===== src/rtl/pmcap_pkg.sv =====
package pmcap_pkg;
  localparam int DATA_W  = 64;
  localparam int HALF_W  = DATA_W / 2;
  localparam int CLASS_W = 6;

  localparam logic [1:0] ENC_OP0 = 2'b11;
  localparam logic [2:0] ENC_OP1 = 3'b011;
  localparam logic [3:0] ENC_CRN = 4'b1001;
  localparam logic [3:0] ENC_CRM = 4'b1100;
  localparam logic [2:0] ENC_OP2 = 3'b110;

  localparam logic [CLASS_W-1:0] TRAP_CLASS = 6'h18;

  typedef enum logic [1:0] {LVL0 = 2'd0, LVL1 = 2'd1, LVL2 = 2'd2, LVL3 = 2'd3} lvl_e;

  localparam int RES_OK    = 2;
  localparam int RES_UNDEF = 1;
  localparam int RES_TRAP  = 0;

  typedef struct packed {
    logic               halted;
    logic               el3_present;
    logic               el2_enabled;
    logic               sdd;
    logic               el3_trap_prio;
    logic               el3_tpm;
    logic               el2_tpm;
    logic               user_en;
    logic               tge;
  } ctl_t;

  typedef struct packed {
    logic               nohit;
    logic [2:0]         result;
    logic [1:0]         target;
    logic [CLASS_W-1:0] ecls;
    logic [DATA_W-1:0]  data;
  } rsp_t;
endpackage


===== src/rtl/pmcap_enc_match.sv =====
module pmcap_enc_match
  import pmcap_pkg::*;
(
  input  logic [1:0] op0,
  input  logic [2:0] op1,
  input  logic [3:0] crn,
  input  logic [3:0] crm,
  input  logic [2:0] op2,
  output logic       hit
);
  assign hit = (op0 == ENC_OP0) && (op1 == ENC_OP1) && (crn == ENC_CRN) &&
               (crm == ENC_CRM) && (op2 == ENC_OP2);
endmodule


===== src/rtl/pmcap_trap_chain.sv =====
module pmcap_trap_chain
  import pmcap_pkg::*;
(
  input  logic       feat_pmu,
  input  logic       is_write,
  input  lvl_e       el,
  input  ctl_t       ctl,
  output logic [2:0] result,
  output logic [1:0] target
);
  logic early_undef;
  logic el3_trap_hit;
  logic sdd_halt;

  assign sdd_halt     = ctl.halted && ctl.sdd;
  assign el3_trap_hit = ctl.el3_present && ctl.el3_tpm;
  assign early_undef  = sdd_halt && ctl.el3_trap_prio && el3_trap_hit;

  always_comb begin
    result = '0;
    target = 2'd0;
    result[RES_OK] = 1'b1;
    if (!feat_pmu || is_write) begin
      result = '0;
      result[RES_UNDEF] = 1'b1;
    end else if (el != LVL3) begin
      if (early_undef) begin
        result = '0;
        result[RES_UNDEF] = 1'b1;
      end else if (el == LVL0 && !ctl.user_en) begin
        result = '0;
        result[RES_TRAP] = 1'b1;
        target = (ctl.el2_enabled && ctl.tge) ? 2'd2 : 2'd1;
      end else if (el != LVL2 && ctl.el2_enabled && ctl.el2_tpm) begin
        result = '0;
        result[RES_TRAP] = 1'b1;
        target = 2'd2;
      end else if (el3_trap_hit) begin
        result = '0;
        if (sdd_halt) begin
          result[RES_UNDEF] = 1'b1;
        end else begin
          result[RES_TRAP] = 1'b1;
          target = 2'd3;
        end
      end
    end
  end
endmodule


===== src/rtl/pmcap_data_mask.sv =====
module pmcap_data_mask
  import pmcap_pkg::*;
#(
  parameter logic [HALF_W-1:0] EVT_LO  = '0,
  parameter logic [HALF_W-1:0] RSVD_LO = '0,
  parameter logic [HALF_W-1:0] EVT_HI  = '0,
  parameter logic [HALF_W-1:0] RSVD_HI = '0
) (
  input  logic              feat_v3p1,
  input  logic              enable,
  output logic [DATA_W-1:0] data
);
  localparam int NHALF = DATA_W / HALF_W;
  localparam logic [DATA_W-1:0] EVT_ALL  = {EVT_HI, EVT_LO};
  localparam logic [DATA_W-1:0] RSVD_ALL = {RSVD_HI, RSVD_LO};

  for (genvar h = 0; h < NHALF; h++) begin : g_half
    logic half_on;
    if (h == 0) begin : g_base
      assign half_on = enable;
    end else begin : g_ext
      assign half_on = enable && feat_v3p1;
    end
    assign data[h*HALF_W +: HALF_W] = half_on ?
      (EVT_ALL[h*HALF_W +: HALF_W] & ~RSVD_ALL[h*HALF_W +: HALF_W]) : '0;
  end
endmodule


===== src/rtl/pmcap_read_gate.sv =====
module pmcap_read_gate
  import pmcap_pkg::*;
#(
  parameter logic [31:0] EVT_LO  = 32'hFFFF_00FF,
  parameter logic [31:0] RSVD_LO = 32'h0F00_0000,
  parameter logic [31:0] EVT_HI  = 32'h0000_0FFF,
  parameter logic [31:0] RSVD_HI = 32'h0000_0F00
) (
  input  logic        clk,
  input  logic        rst_n,
  input  logic        req_valid,
  output logic        req_ready,
  input  logic [1:0]  req_op0,
  input  logic [2:0]  req_op1,
  input  logic [3:0]  req_crn,
  input  logic [3:0]  req_crm,
  input  logic [2:0]  req_op2,
  input  logic        req_is_write,
  input  logic [1:0]  req_el,
  input  logic        cfg_halted,
  input  logic        cfg_el3_present,
  input  logic        cfg_el2_enabled,
  input  logic        cfg_sdd,
  input  logic        cfg_el3_trap_prio,
  input  logic        cfg_el3_tpm,
  input  logic        cfg_el2_tpm,
  input  logic        cfg_user_en,
  input  logic        cfg_tge,
  input  logic        feat_pmu,
  input  logic        feat_pmu_v3p1,
  output logic        rsp_valid,
  input  logic        rsp_ready,
  output logic        rsp_nohit,
  output logic [2:0]  rsp_result,
  output logic [1:0]  rsp_target,
  output logic [5:0]  rsp_class,
  output logic [63:0] rsp_data
);
  ctl_t              ctl;
  logic              hit;
  logic [2:0]        chain_res;
  logic [1:0]        chain_tgt;
  logic [DATA_W-1:0] cap_data;
  rsp_t              nxt;
  rsp_t              held;
  logic              accept;

  assign ctl = '{halted: cfg_halted, el3_present: cfg_el3_present,
                 el2_enabled: cfg_el2_enabled, sdd: cfg_sdd,
                 el3_trap_prio: cfg_el3_trap_prio, el3_tpm: cfg_el3_tpm,
                 el2_tpm: cfg_el2_tpm, user_en: cfg_user_en, tge: cfg_tge};

  pmcap_enc_match u_match (
    .op0(req_op0), .op1(req_op1), .crn(req_crn), .crm(req_crm), .op2(req_op2),
    .hit(hit)
  );

  pmcap_trap_chain u_chain (
    .feat_pmu(feat_pmu), .is_write(req_is_write), .el(lvl_e'(req_el)), .ctl(ctl),
    .result(chain_res), .target(chain_tgt)
  );

  pmcap_data_mask #(
    .EVT_LO(EVT_LO), .RSVD_LO(RSVD_LO), .EVT_HI(EVT_HI), .RSVD_HI(RSVD_HI)
  ) u_mask (
    .feat_v3p1(feat_pmu_v3p1),
    .enable(hit && chain_res[RES_OK]),
    .data(cap_data)
  );

  always_comb begin
    nxt        = '0;
    nxt.nohit  = !hit;
    if (hit) begin
      nxt.result = chain_res;
      nxt.target = chain_tgt;
      nxt.ecls   = chain_res[RES_TRAP] ? TRAP_CLASS : '0;
      nxt.data   = cap_data;
    end
  end

  assign req_ready = !rsp_valid || rsp_ready;
  assign accept    = req_valid && req_ready;

  always_ff @(posedge clk or negedge rst_n) begin
    if (!rst_n) begin
      rsp_valid <= 1'b0;
      held      <= '0;
    end else if (accept) begin
      rsp_valid <= 1'b1;
      held      <= nxt;
    end else if (rsp_ready) begin
      rsp_valid <= 1'b0;
    end
  end

  assign rsp_nohit  = held.nohit;
  assign rsp_result = held.result;
  assign rsp_target = held.target;
  assign rsp_class  = held.ecls;
  assign rsp_data   = held.data;
endmodule


===== config.mk =====
export PLATFORM = sky130hd
export DESIGN_NAME = pmcap_read_gate
export DESIGN_NICKNAME = d
export VERILOG_FILES = /design/src/rtl/pmcap_pkg.sv /design/src/rtl/pmcap_enc_match.sv /design/src/rtl/pmcap_trap_chain.sv /design/src/rtl/pmcap_data_mask.sv /design/src/rtl/pmcap_read_gate.sv
export SDC_FILE = /design/constraint.sdc
export NUM_CORES = 1
export LEC_CHECK = 0
export ABC_CLOCK_PERIOD_IN_PS = 3210
export BUFFER_PORTS_ARGS = -buffer_cell sky130_fd_sc_hd__buf_2
export CORE_UTILIZATION = 50
export DETAILED_ROUTE_END_ITERATION = 12
export GPL_ROUTABILITY_DRIVEN = 1
export GPL_TIMING_DRIVEN = 0
export PLACE_DENSITY = 0.87
export SKIP_LAST_GASP = 1
export SLEW_MARGIN = 15
export SYNTH_ARGS = -nofsm -noshare
export SYNTH_HDL_FRONTEND = slang
export SYNTH_HIERARCHICAL = 1
export SYNTH_SLANG_ARGS = --single-unit

===== constraint.sdc =====
create_clock -name clk -period 3.21 [get_ports clk]
set_input_delay 0 -clock clk [delete_from_list [all_inputs] [get_ports clk]]
set_output_delay 0 -clock clk [all_outputs]
set_load 0.01 [all_outputs]

After elaboration in Yosys (flattened, before gate mapping):

Index checks and enable logic that the tools add are counted.

* register bits: 77
* bits in latches: 0
* memory bits (writable): 0
* memory bits (read-only): 0
* input port bits: 34
* output and inout port bits: 78
* word-level logic and storage cells: 58
* memories: 0

* add/subtract/negate cells: 0
* multiply operators: 0
* div/mod/pow operators: 0
* order comparisons: 0
* equal/unequal tests: 7
* shift operators: 0
* mux-type cells: 22
* bitwise logic cells: 0
* reduce and logical (&&, ||, !) cells: 23

Operators with widths (number)
* two-way mux 75 bit: 1
* two-way mux 32 bit: 1
* two-way mux 3 bit: 6
* two-way mux 2 bit: 8
* logical AND 1 bit: 15
* == test 4 bit, second input constant: 2
* two-way mux 8 bit: 1
* two-way mux 5 bit: 1
* logical NOT 1 bit: 4
* two-way mux 1 bit: 4
* != test 2 bit, second input constant: 2
* == test 3 x 2 -> 1 bit, second input constant: 1
* == test 3 bit, second input constant: 1
* == test 2 bit, second input constant: 1
* logical NOT 2 bit: 1
* logical OR 1 bit: 2
* nonzero test 2 bit: 1

Depth between registers and ports, before layout:

Gate-level depths: netlist of run 1.

* word-level depth: 12
* depth in mapped cells: 9
* depth with buffers taken out: 7

Cells and area by module:

Netlist of run 1, hierarchy kept.

By module, submodules not included
* pmcap_read_gate: instances 1, cells an instance 252, area an instance 3159.3 um^2, seq. area each 1776.7 um^2
* pmcap_data_mask: instances 1, cells an instance 66, area an instance 490.5 um^2, seq. area each 0.0 um^2
* pmcap_trap_chain: instances 1, cells an instance 21, area an instance 150.1 um^2, seq. area each 0.0 um^2
* pmcap_enc_match: instances 1, cells an instance 5, area an instance 52.6 um^2, seq. area each 0.0 um^2

Worst setup path before layout of run 1:

OpenSTA, ideal clock, no wires.

* path kind: input-to-reg
* start: input port req_crm[0]
* end: register held, in the netlist rsp_data[32]
* setup time: 63 ps
* arrival: 1948 ps
* data required time: 3147 ps
* slack: 1199 ps
* stages: 9
* path buffers: 3
* cell sequence: nand4b_1 -> nor4_2 -> buf_2 -> buf_2 -> and2_1 -> and2_1 -> buf_4 -> nand4_1 -> a21bo_2

* cells in the longest elaborated chain, start to end: 7

Ends and longest elaborated chain
* start: declaration: RTL line pmcap_read_gate.sv:16 `input logic [3:0] req_crm,`
* == test 4 bit: RTL line pmcap_enc_match.sv:12 `(crm == ENC_CRM) && (op2 == ENC_OP2);`
* logical AND 1 bit: RTL line pmcap_enc_match.sv:11 `assign hit = (op0 == ENC_OP0) && (op1 == ENC_OP1) && (crn == ENC_CRN) &&`
* logical AND 1 bit: RTL line pmcap_enc_match.sv:12
* named net hit: RTL line pmcap_read_gate.sv:40 `logic hit;`
* logical AND 1 bit: RTL line pmcap_read_gate.sv:67 `.enable(hit && chain_res[RES_OK]),`
* logical AND 1 bit: RTL line pmcap_data_mask.sv:22 `assign half_on = enable && feat_v3p1;`
* named net u_mask.g_half[1].half_on: RTL line pmcap_data_mask.sv:18 `logic half_on;`
* two-way mux 8 bit: RTL line pmcap_data_mask.sv:24 `assign data[h*HALF_W +: HALF_W] = half_on ?`
* named net cap_data[32]: RTL line pmcap_read_gate.sv:43 `logic [DATA_W-1:0] cap_data;`
* two-way mux 75 bit: RTL line pmcap_read_gate.sv:74 `if (hit) begin`
* end signal: assignment: RTL line pmcap_read_gate.sv:91 `held <= nxt;`
* end: declaration: RTL line pmcap_read_gate.sv:45 `rsp_t held;`

The timed path passes the listed nets, and every way through them passes these cells.
A chain may end at the register's enable or synchronous reset.

Final worst setup path of run 1:

* start: input port req_crm[0]
* end: register held, in the netlist rsp_data[34]

The elaborated chain is that of the path after synthesis.

==> results by group, run 1 <==
Detailed routing
  • Drt via density: between 5 and 6
  • Drt first-iter violations: ~140
  • Routed len/inst: approximately 14 um
  • ANT nets after route: 0
  • WL final: around 8.3 mm
  • Drc violations: 0
  • Via count: between 3k and 4k
  • First drt pass iteration count: 4

Clock tree
  • Deepest clock path buffer count: 2
  • Clock-pin transition on the worst setup and hold timing paths: around 70 ps
  • CTS Buf Count: 9
  • CTS H-tree depth: 3
  • Clk sink count: roughly 70
  • CTS tree: yes
  • Postcts setup bufs: 0
  • Skew-Pair Late Insertion Delay: about 340 ps
  • Root buf cell: clkbuf_8

Layout
  • Layout cells sized above 1: 0.5751
  • Fill count: a little over 600
  • Most frequent cells in the layout: buf_2, buf_4, dfrtp_1
  • Commonest non-fill, non-tap cell in the layout: buf_2
  • Layout area overhead: 26.27%
  • Final net count: 535
  • Diodes inserted: 0

GRT
  • GRT Resource Usage Total: 0.2174
  • Vias in the first global route: ~3k
  • Initial antenna violation count: 0
  • GR Overflow Total: 0
  • First-pass GRT wire length: about 14 mm
  • Largest net degree at the start of global routing: 56

STA
  • Final setup fails: 0
  • FMAX: around 440 MHz
  • Worst-Margin Slew: between 700 and 800 ps
  • Relative slew slack: 0.4694
  • Setup TNS Final: 0 ps
  • RSZ-0062 raised after global routing: no
  • Setup slack after layout: 945.4 ps
  • Final Hold Fails: 0
  • Final Max Tran Viols: 0
  • Final worst path period share: 0.7055
  • Worst Skew: approximately 3.7 ps
  • Tmin final: about 2300 ps

Die
  • I/O pin total: 112
  • Die Area: roughly 8100 um2
  • Die Span Y: 89.78 um
  • Die Wd: 89.78 um
  • Std-Cell Rows: 31
  • Core area: ~7300 um2
  • Starting density of the core: 0.5255

Placed design
  • DP HPWL: around 6.0 mm
  • Final Wtd Congestion: between 0.8 and 0.9
  • Post-place setup slack: 562.6 ps
  • I/O Buffers: about 110

Setup path
  • Critical Path Start: req_crm[0]
  • Critical Path RT: 3500 ps
  • CP max stage delay: 670 ps
  • Worst EP arrival: 2550 ps
  • CP max FO: 22
  • Max stage delay cell, worst path: and2_1
  • Top delay family on crit path: simple AND/OR/NAND/NOR gates
  • CP dominant cell by count: buf_2
  • Reg2Reg Launch Point: rsp_valid
  • R2r worst-path depth: 5
  • Reg2Reg Setup Slack: approximately 1900 ps
  • Crit start category: input pin
  • Worst path cell trace: buf_2, nand4b_1, nor4_2, buf_2, buf_2, and2_1, and2_1, buf_4, nand4_1, a21bo_2
  • Worst setup endpoint: rsp_data[34]
  • RR Endpoint: rsp_result[2]
  • WS Path Type: in -> reg
  • Buffers and inverters on the worst path: 4
  • CP endpoint kind: register
  • Crit. path cell count: 10

Outcome
  • Outcome: finished, final reports clean

Yosys
  • Synth cell types: 32
  • Post-synth EDFFs: 0
  • Synth area leader: dfrtp_1
  • Avg Inst Size Synth: between 10 and 15 um2
  • Synth top area cells: dfrtp_1, a21bo_2, buf_4
  • Mapped cell area: approximately 3900 um2
  • Yosys synthesis warning count: 6
  • Yosys reg bits: 71
  • Mapped Cells: 344
  • Ys async rst share: 1.000
  • Top-area cell type share of the netlist area: 0.4612
  • Sequential share of the synthesized area: 0.4612
  • Top FF cell, synth: dfrtp_1

Pwr
  • Leakage: roughly 2.8 nW
  • Maximum vdd drop: roughly 0.00024 V
  • Cell Pwr Density: 351.9 nW/um2

Worst hold path
  • HP Class: in -> async

Job
  • Max Cap Viol: 0
==> sequential cells by signal (all words and copies together) (netlist names) <==
signal	flops
rsp_nohit	1
rsp_result	3
rsp_data	64
rsp_valid	1
rsp_target	2
==> final cells by class <==
class,count,area [um2],share of cell area
plain buffers,101,694.4,0.1427
well taps,99,123.9,0.02546
multi-input cells,208,1516,0.3117
clock inverters,4,20.02,0.004115
repair buffers,108,570.5,0.1173
inverters,2,7.507,0.001543
flip-flops and latches,71,1777,0.3652
clock buffers,12,155.1,0.03189
==> how the worst min path moves through the flow <==
stage	slack, ps	cells past startpoint	endpoint
floorplan	-300	0	rsp_data[0]
global placement	440	1	rsp_data[10]
detailed placement	-120	1	rsp_data[23]
CTS	40	2	rsp_data[20]
global route	60	2	rsp_data[20]
finish	50	2	rsp_data[20]
==> synthesized netlist by cell type (2+ instances only) <==
cell / n
conb_1: 2
inv_1: 2
buf_6: 3
nor2b_1: 2
buf_2: 21
clkbuf_1: 6
dfrtp_1: 71
nand4b_1: 2
nand2_1: 3
nand4bb_1: 2
and2_1: 2
nand4_1: 69
a21bo_2: 68
buf_4: 71
nand2b_1: 3
==> kinds of logic after synthesis <==
| kind of cell | after synthesis | synth area share |
|---|---|---|
| buffers and inverters | 103 | 0.1822 |
| AND/OR/NAND/NOR | 88 | 0.1471 |
| other | 2 | 0.001949 |
| AO/OA/AOI/OAI | 78 | 0.2010 |
| flip-flops | 71 | 0.4612 |
| multiplexers | 2 | 0.006495 |
==> layer usage <==
metal | up-vias | part of all wire | wire length [um] | GRT usage
met5 | - | 0 | 0 | 0
met4 | 0 | 0.025 | 205 | 0.1066
met3 | 21 | 0.054 | 448 | 0.04146
met2 | 110 | 0.49 | 4105 | 0.3583
met1 | 1466 | 0.43 | 3577 | 0.2743
li1 | 1453 | - | - | -
==> per-stage QoR <==
stage	hold slack (ps)	cell area, um2	instances	total power [mW]	util
final	53.57	4865	605	1.712	0.6636
after global routing	61.31	4865	605	1.789	0.6636
after CTS	39.41	4865	605	1.732	0.6636
after detailed placement	-117.8	4679	588	1.090	0.6383
after global placement	442.6	4649	587	1.081	0.6342
after floorplan	-295.6	3995	382	1.023	-
==> where the power goes <==
group	internal [mW]	switching (mW)
Sequential	0.895	0.000675
Clock	0.317	0.318
Combinational	0.0754	0.105
==> timing repair <==
| action | CTS | global route |
|---|---|---|
| hold buffers | 1 | 0 |
| gates resized for setup | 0 | 0 |
| hold endpoints to repair | 71 | 0 |
(Power assumes the default switching activity.)
==> inputs of run 2 (changes only) <==
--- a/config.mk
+++ b/config.mk
@@ -5,13 +5,13 @@
 export SDC_FILE = /design/constraint.sdc
 export NUM_CORES = 1
 export LEC_CHECK = 0
-export ABC_CLOCK_PERIOD_IN_PS = 3210
+export ABC_CLOCK_PERIOD_IN_PS = 1800
 export BUFFER_PORTS_ARGS = -buffer_cell sky130_fd_sc_hd__buf_2
-export CORE_UTILIZATION = 50
+export CORE_UTILIZATION = 49
 export DETAILED_ROUTE_END_ITERATION = 12
 export GPL_ROUTABILITY_DRIVEN = 1
 export GPL_TIMING_DRIVEN = 0
-export PLACE_DENSITY = 0.87
+export PLACE_DENSITY = 0.89
 export SKIP_LAST_GASP = 1
 export SLEW_MARGIN = 15
 export SYNTH_ARGS = -nofsm -noshare
==> constraint.sdc (replaced) <==
create_clock -name clk -period 1.8 [get_ports clk]
set_input_delay 0 -clock clk [delete_from_list [all_inputs] [get_ports clk]]
set_output_delay 0 -clock clk [all_outputs]
set_load 0.01 [all_outputs]
==> run 2 against run 1 <==
  * First-iteration DRC count shrank 28%
  * Clock power rose by 150%
  * Design area up 1.7%
  * Critical path depth did not move
  * Global-route usage increased by 1.2 points
  * Non-clock buffer count is the same
  * Sequential share of layout area down 0.62 points
  * Hold slack better by 20 ps
  * Sequential cell count unchanged
  * Core utilization up 0.44 points
  * Clock skew is 1.9 ps higher
  * Sequential power grew 79%
==> results by group, run 2 (synthesis results as in run 1) <==
STA
  • Final setup fails: 0 (unchanged)
  • Final Hold Fails: 0 (unchanged)
  • FMAX: approximately 610 MHz
  • Final Max Tran Viols: 0 (unchanged)
  • Tmin final: 1653 ps
  • Worst Skew: 5.644 ps (+1.934 ps)
  • RSZ-0062 raised after global routing: no
  • Setup TNS Final: 0 ps (unchanged)
  • Final worst path period share: 0.9182

Clock tree
  • Root buf cell: clkbuf_8
  • Clock-pin transition on the worst setup and hold timing paths: 80 ps (about the same)
  • CTS H-tree depth: 3 (unchanged)
  • Skew-Pair Late Insertion Delay: 350 ps (about the same)
  • Deepest clock path buffer count: 2 (unchanged)
  • Clk sink count: 71 (unchanged)
  • CTS tree: yes
  • CTS Buf Count: 9 (unchanged)
  • Postcts setup bufs: 0 (unchanged)

Layout
  • Max reg flops: 64 (unchanged)
  • Layout area overhead: 28.45%
  • Commonest non-fill, non-tap cell in the layout: buf_2
  • Most frequent cells in the layout: buf_2, buf_4, dfrtp_1
  • Diodes inserted: 0 (unchanged)
  • Fin cells: 606 (+0.17%)
  • Layout cells sized above 1: 0.5819 (+0.006755)
  • Final net count: 536 (+0.19%)

Detailed routing
  • ANT nets after route: 0 (unchanged)
  • First drt pass iteration count: 4 (unchanged)
  • Routed len/inst: 14.22 um (+3.2%)
  • Drt via density: 5.005 (-0.72%)
  • Via count: 3,033 (-0.56%)
  • WL final: 8.619 mm (+3.4%)
  • Drc violations: 0 (unchanged)
  • Drt first-iter violations: 102 (-28%)

Pwr
  • Sw Pwr: 0.8276 mW (+95%)
  • Clock Power Share: 0.448 (+0.077)
  • Combinational share of power: 0.093 (-0.013)
  • Int Pwr: 2.652 mW (+110%)
  • Cell Pwr Density: 703.1 nW/um2 (+100%)
  • Leakage: 2.837 nW (+0.76%)
  • Reg power frac: 0.459 (-0.064)
  • Sw frac: 0.2379 (-0.009711)
  • Maximum vdd drop: 0.0004221 V (+74%)

GRT
  • Vias in the first global route: 3,112 (+3.1%)
  • First-pass GRT wire length: 15.10 mm (+7.3%)
  • Initial antenna violation count: 0 (unchanged)
  • Largest net degree at the start of global routing: 55 (-1.8%)
  • GRT Resource Usage Total: 0.2298 (+0.01240)
  • GR Overflow Total: 0 (unchanged)

Setup path
  • Worst EP arrival: 1940 ps (-610 ps)
  • WS Path Type: in -> reg
  • Reg2Reg Launch Point: rsp_valid
  • Reg2Reg Setup Slack: 520 ps (-1370 ps)
  • CP max FO: 11 (-50%)
  • Critical Path RT: 2090 ps (-1410 ps)
  • CP endpoint kind: register
  • RR Endpoint: rsp_result[2]
  • R2r worst-path depth: 5 (unchanged)
  • Crit start category: input pin

Placed design
  • Final Wtd Congestion: 0.8275 (-3.5%)
  • Dpl cells: 588 (unchanged)
  • I/O Buffers: 106 (unchanged)
  • DP HPWL: 6.185 mm (+2.8%)

Worst hold path
  • HP Class: in -> async

Die
  • Std-Cell Rows: 31 (unchanged)
  • Die Area: 8221 um2 (+2.0%)
  • I/O pin total: 112 (unchanged)
  • Starting density of the core: 0.5200 (-0.005503)
  • Core area: 7408 um2 (+1.1%)
  • Die Span Y: 90.67 um (+1.0%)
  • Die Wd: 90.67 um (+1.0%)

Outcome
  • Outcome: finished, final reports clean

Job
  • Max Cap Viol: 0 (unchanged)
run 2: critical path: stages:
cell and delay, ps:
buf_2 90, nand4b_1 170, nor4_2 270, buf_2 250
buf_4 220, and2_4 260, and2_2 250, buf_4 130
nand4_1 80, a21bo_2 220
run 2: area by class of cell:
type | count | area [um2]
multi-input cells | 209 | 1528
repair buffers | 108 | 570.5
clock inverters | 7 | 121.4
well taps | 99 | 123.9
fillers | 579 | 2460
plain buffers | 101 | 696.9
clock buffers | 9 | 123.9
inverters | 2 | 7.507
flip-flops and latches | 71 | 1777
run 2: power by group through the flow:
stage	Sequential (mW)	Clock (mW)	Combinational [mW]
final	1.60	1.56	0.324
after global routing	1.60	1.66	0.361
after CTS	1.60	1.58	0.321
after detailed placement	1.63	0	0.318
after global placement	1.63	0	0.299
after floorplan	1.63	0	0.195
run 2: worst max path at each step:
stage / from / to / cells after the start
final: req_crm[0] / rsp_data[37] / 10
after global routing: req_crm[0] / rsp_data[34] / 10
after CTS: req_crm[0] / rsp_data[37] / 10
after detailed placement: req_crm[0] / rsp_data[37] / 10
after global placement: req_crm[0] / rsp_data[38] / 10
after floorplan: req_crm[0] / rsp_data[32] / 9
run 2: per-stage QoR:
step                      setup WS [ps]  utilization  power (mW)  hold WS [ps]  instance area, um2
after CTS                         68.25       0.6678       3.497         63.92                4947
after floorplan                   60.97            -       1.824        -295.6                3998
after detailed placement         -400.2       0.6320       1.945        -102.8                4682
after global placement           -373.3       0.6279       1.927         442.9                4652
final                             147.3       0.6680       3.479         73.27                4949
after global routing              39.75       0.6680       3.616         79.04                4949
run 2: what timing repair did:
item	CTS	global route
setup endpoints to repair	8	8
gates resized for setup	1	1
hold endpoints to repair	71	0
pin swaps	1	0
cloned	1	0
hold buffers	1	0
run 2: layer usage:
| layer | part of all wire | track usage | routed length, um |
|---|---|---|---|
| met5 | 0 | 0 | 0 |
| met2 | 0.51 | 0.4009 | 4382 |
| met3 | 0.041 | 0.04714 | 350 |
| met1 | 0.44 | 0.2882 | 3769 |
| met4 | 0.013 | 0.06183 | 116 |
==> inputs of run 3 (changes only) <==
--- a/config.mk
+++ b/config.mk
@@ -12,6 +12,7 @@
 export GPL_ROUTABILITY_DRIVEN = 1
 export GPL_TIMING_DRIVEN = 0
 export PLACE_DENSITY = 0.89
+export REMOVE_ABC_BUFFERS = 1
 export SKIP_LAST_GASP = 1
 export SLEW_MARGIN = 15
 export SYNTH_ARGS = -nofsm -noshare
==> run 3 against run 2 <==
  * Hold slack better by 98 ps
  * Sequential power is essentially flat
  * Core utilization decreased by 8.5 points
  * Clock power fell by 11%
  * Count of clock-buffer cells in the layout increased by 4
  * Sequential cell count unchanged
  * Highest routed layer unchanged
  * Largest power group unchanged
  * Global-route usage is 2.6 points lower
==> results by group, run 3 (synthesis results as in run 1) <==
Layout
  • Fill count: 645 (+11%)
  • Max reg flops: 64 (unchanged)
  • Layout cells sized above 1: 0.4964 (-0.08549)
  • Diodes inserted: 0 (unchanged)
  • Area occupied by multi-input gates: 1562 um2 (+2.2%)
  • Storage cell area: 1777 um2 (unchanged)
  • Layout area overhead: 12.05%
  • Final net count: 442 (-18%)
  • Commonest non-fill, non-tap cell in the layout: buf_2
  • Final core occ: 0.5827 (-0.08529)
  • Most frequent cells in the layout: buf_2, dfrtp_1, nand4_1
  • Fin cells: 512 (-16%)

Detailed routing
  • ANT nets after route: 0 (unchanged)
  • Drc violations: 0 (unchanged)
  • Drt via density: 5.283 (+5.6%)
  • Drt first-iter violations: 134 (+31%)
  • Routed len/inst: 15.20 um (+6.9%)
  • Via count: 2,705 (-11%)
  • First drt pass iteration count: 4 (unchanged)
  • WL final: 7.783 mm (-9.7%)

Setup path
  • Critical Path RT: 2010 ps (-80 ps)
  • Worst path cell trace: nand2b_4, nand2_8, mux2_4
  • CP max FO: 70 (+59)
  • Worst EP arrival: 1870 ps (-70 ps)
  • WS Path Type: reg -> reg
  • Crit start category: register
  • CP endpoint kind: register
  • CP max stage delay: 470 ps (+200 ps)
  • Max stage delay cell, worst path: dfrtp_1

Clock tree
  • Clk sink count: 71 (unchanged)
  • Clock-pin transition on the worst setup and hold timing paths: 70 ps (about the same)
  • CTS Buf Count: 9 (unchanged)
  • Skew-Pair Late Insertion Delay: 320 ps (-30 ps)
  • CTS H-tree depth: 3 (unchanged)
  • Root buf cell: clkbuf_8
  • Deepest clock path buffer count: 2 (unchanged)
  • CTS tree: yes

STA
  • Final setup fails: 0 (unchanged)
  • Worst-Margin Slew: ~750 ps
  • RSZ-0062 raised after global routing: no
  • FMAX: 602.4 MHz (-0.45%)
  • Final Max Tran Viols: 0 (unchanged)
  • Relative slew slack: 0.5002
  • Final Hold Fails: 0 (unchanged)
  • Final worst path period share: 0.9223 (+0.004126)
  • Worst Skew: 6.454 ps (+0.8093 ps)
  • Tmin final: 1660 ps (+7.426 ps)

GRT
  • First-pass GRT wire length: 13.40 mm (-11%)
  • Initial antenna violation count: 0 (unchanged)
  • Largest net degree at the start of global routing: 71 (+29%)
  • GRT Resource Usage Total: 0.2034 (-0.02637)
  • Vias in the first global route: 2,718 (-13%)
  • GR Overflow Total: 0 (unchanged)

Worst hold path
  • HP Class: in -> reg

Placed design
  • DP HPWL: 4.792 mm (-23%)
  • I/O Buffers: 107 (+0.94%)
  • Final Wtd Congestion: 0.8267 (about the same)
  • Dpl cells: 492 (-16%)

Die
  • Die Area: 8221 um2 (unchanged)
  • Core area: 7408 um2 (unchanged)
  • Die Span Y: 90.67 um (unchanged)
  • I/O pin total: 112 (unchanged)
  • Die Wd: 90.67 um (unchanged)
  • Starting density of the core: 0.5200 (unchanged)
  • Std-Cell Rows: 31 (unchanged)

Pwr
  • Maximum vdd drop: 0.0006088 V (+44%)
  • Cell Pwr Density: 746.6 nW/um2 (+6.2%)
  • Leakage: 2.399 nW (-15%)

Outcome
  • Outcome: finished, final reports clean

Job
  • Max Cap Viol: 0 (unchanged)
[run 3: worst max-delay path: cells and delay by family, from the launching register on]
kind             cells  cell delay (ps)
and+or+nand+nor      2              620
DFF                  1              470
muxes                1              430
[run 3: per-layer routing]
metal	up-vias	wire, um	global-route usage
met5	-	0	0
met4	0	53	0.05914
met3	6	405	0.04714
met2	84	3908	0.3510
met1	1341	3415	0.2534
li1	1274	-	-
[run 3: where the power goes]
group,switching [mW],internal (mW),total [mW],leakage (nW)
combinational,0.174,0.0577,0.231,1.30
sequential,0.00370,1.60,1.60,0.984
clock,0.535,0.856,1.39,0.114
[run 3: final cells by class]
class,count,share of cell area
Clock buffer,13,0.03681
Clock inverter,3,0.01507
Inverter,2,0.001739
Multi-Input combinational cell,210,0.3617
Sequential cell,71,0.4116
Tap cell,99,0.02870
Timing Repair Buffer,114,0.1443
[run 3: stage by stage]
| step | area (um2) | total power [mW] | setup slack (ps) | TNS (ps) | hold WS [ps] |
|---|---|---|---|---|---|
| 6_report | 4317 | 3.223 | 139.9 | 0 | 170.8 |
| 2_1_floorplan | 3301 | 1.713 | -2635 | -115610 | -295.6 |
| 3_3_place_gp | 3960 | 1.830 | -4388 | -202200 | 440.2 |
| 4_1_cts | 4313 | 3.268 | 18.24 | 0 | 151.0 |
| 5_1_grt | 4317 | 3.368 | 42.32 | 0 | 161.5 |
| 3_5_place_dp | 4044 | 1.845 | -942.3 | -36010 | -6.692 |
[run 3: repair_timing]
| action | in CTS | in global routing |
|---|---|---|
| buffers inserted | 1 | 0 |
| hold endpoints to repair | 36 | 0 |
| setup endpoints to repair | 70 | 8 |
| pin swaps | 1 | 0 |
| resized for setup | 2 | 1 |
| hold buffers | 1 | 0 |
| cloned | 2 | 0 |
[run 3: path summary, 6_finish.rpt]
kind / cells past startpoint / endpoint / start / slack [ps]
max: 3 / rsp_result[2] / rsp_valid / 140
min reg2reg: 1 / rsp_data[36] / rsp_data[36] / 480
max in group asynchronous: 3 / rsp_data[40] / rst_n / 1060
max reg2reg: 3 / rsp_result[2] / rsp_valid / 140
min: 5 / rsp_result[1] / req_is_write / 170
min in group asynchronous: 2 / rsp_data[0] / rst_n / 180
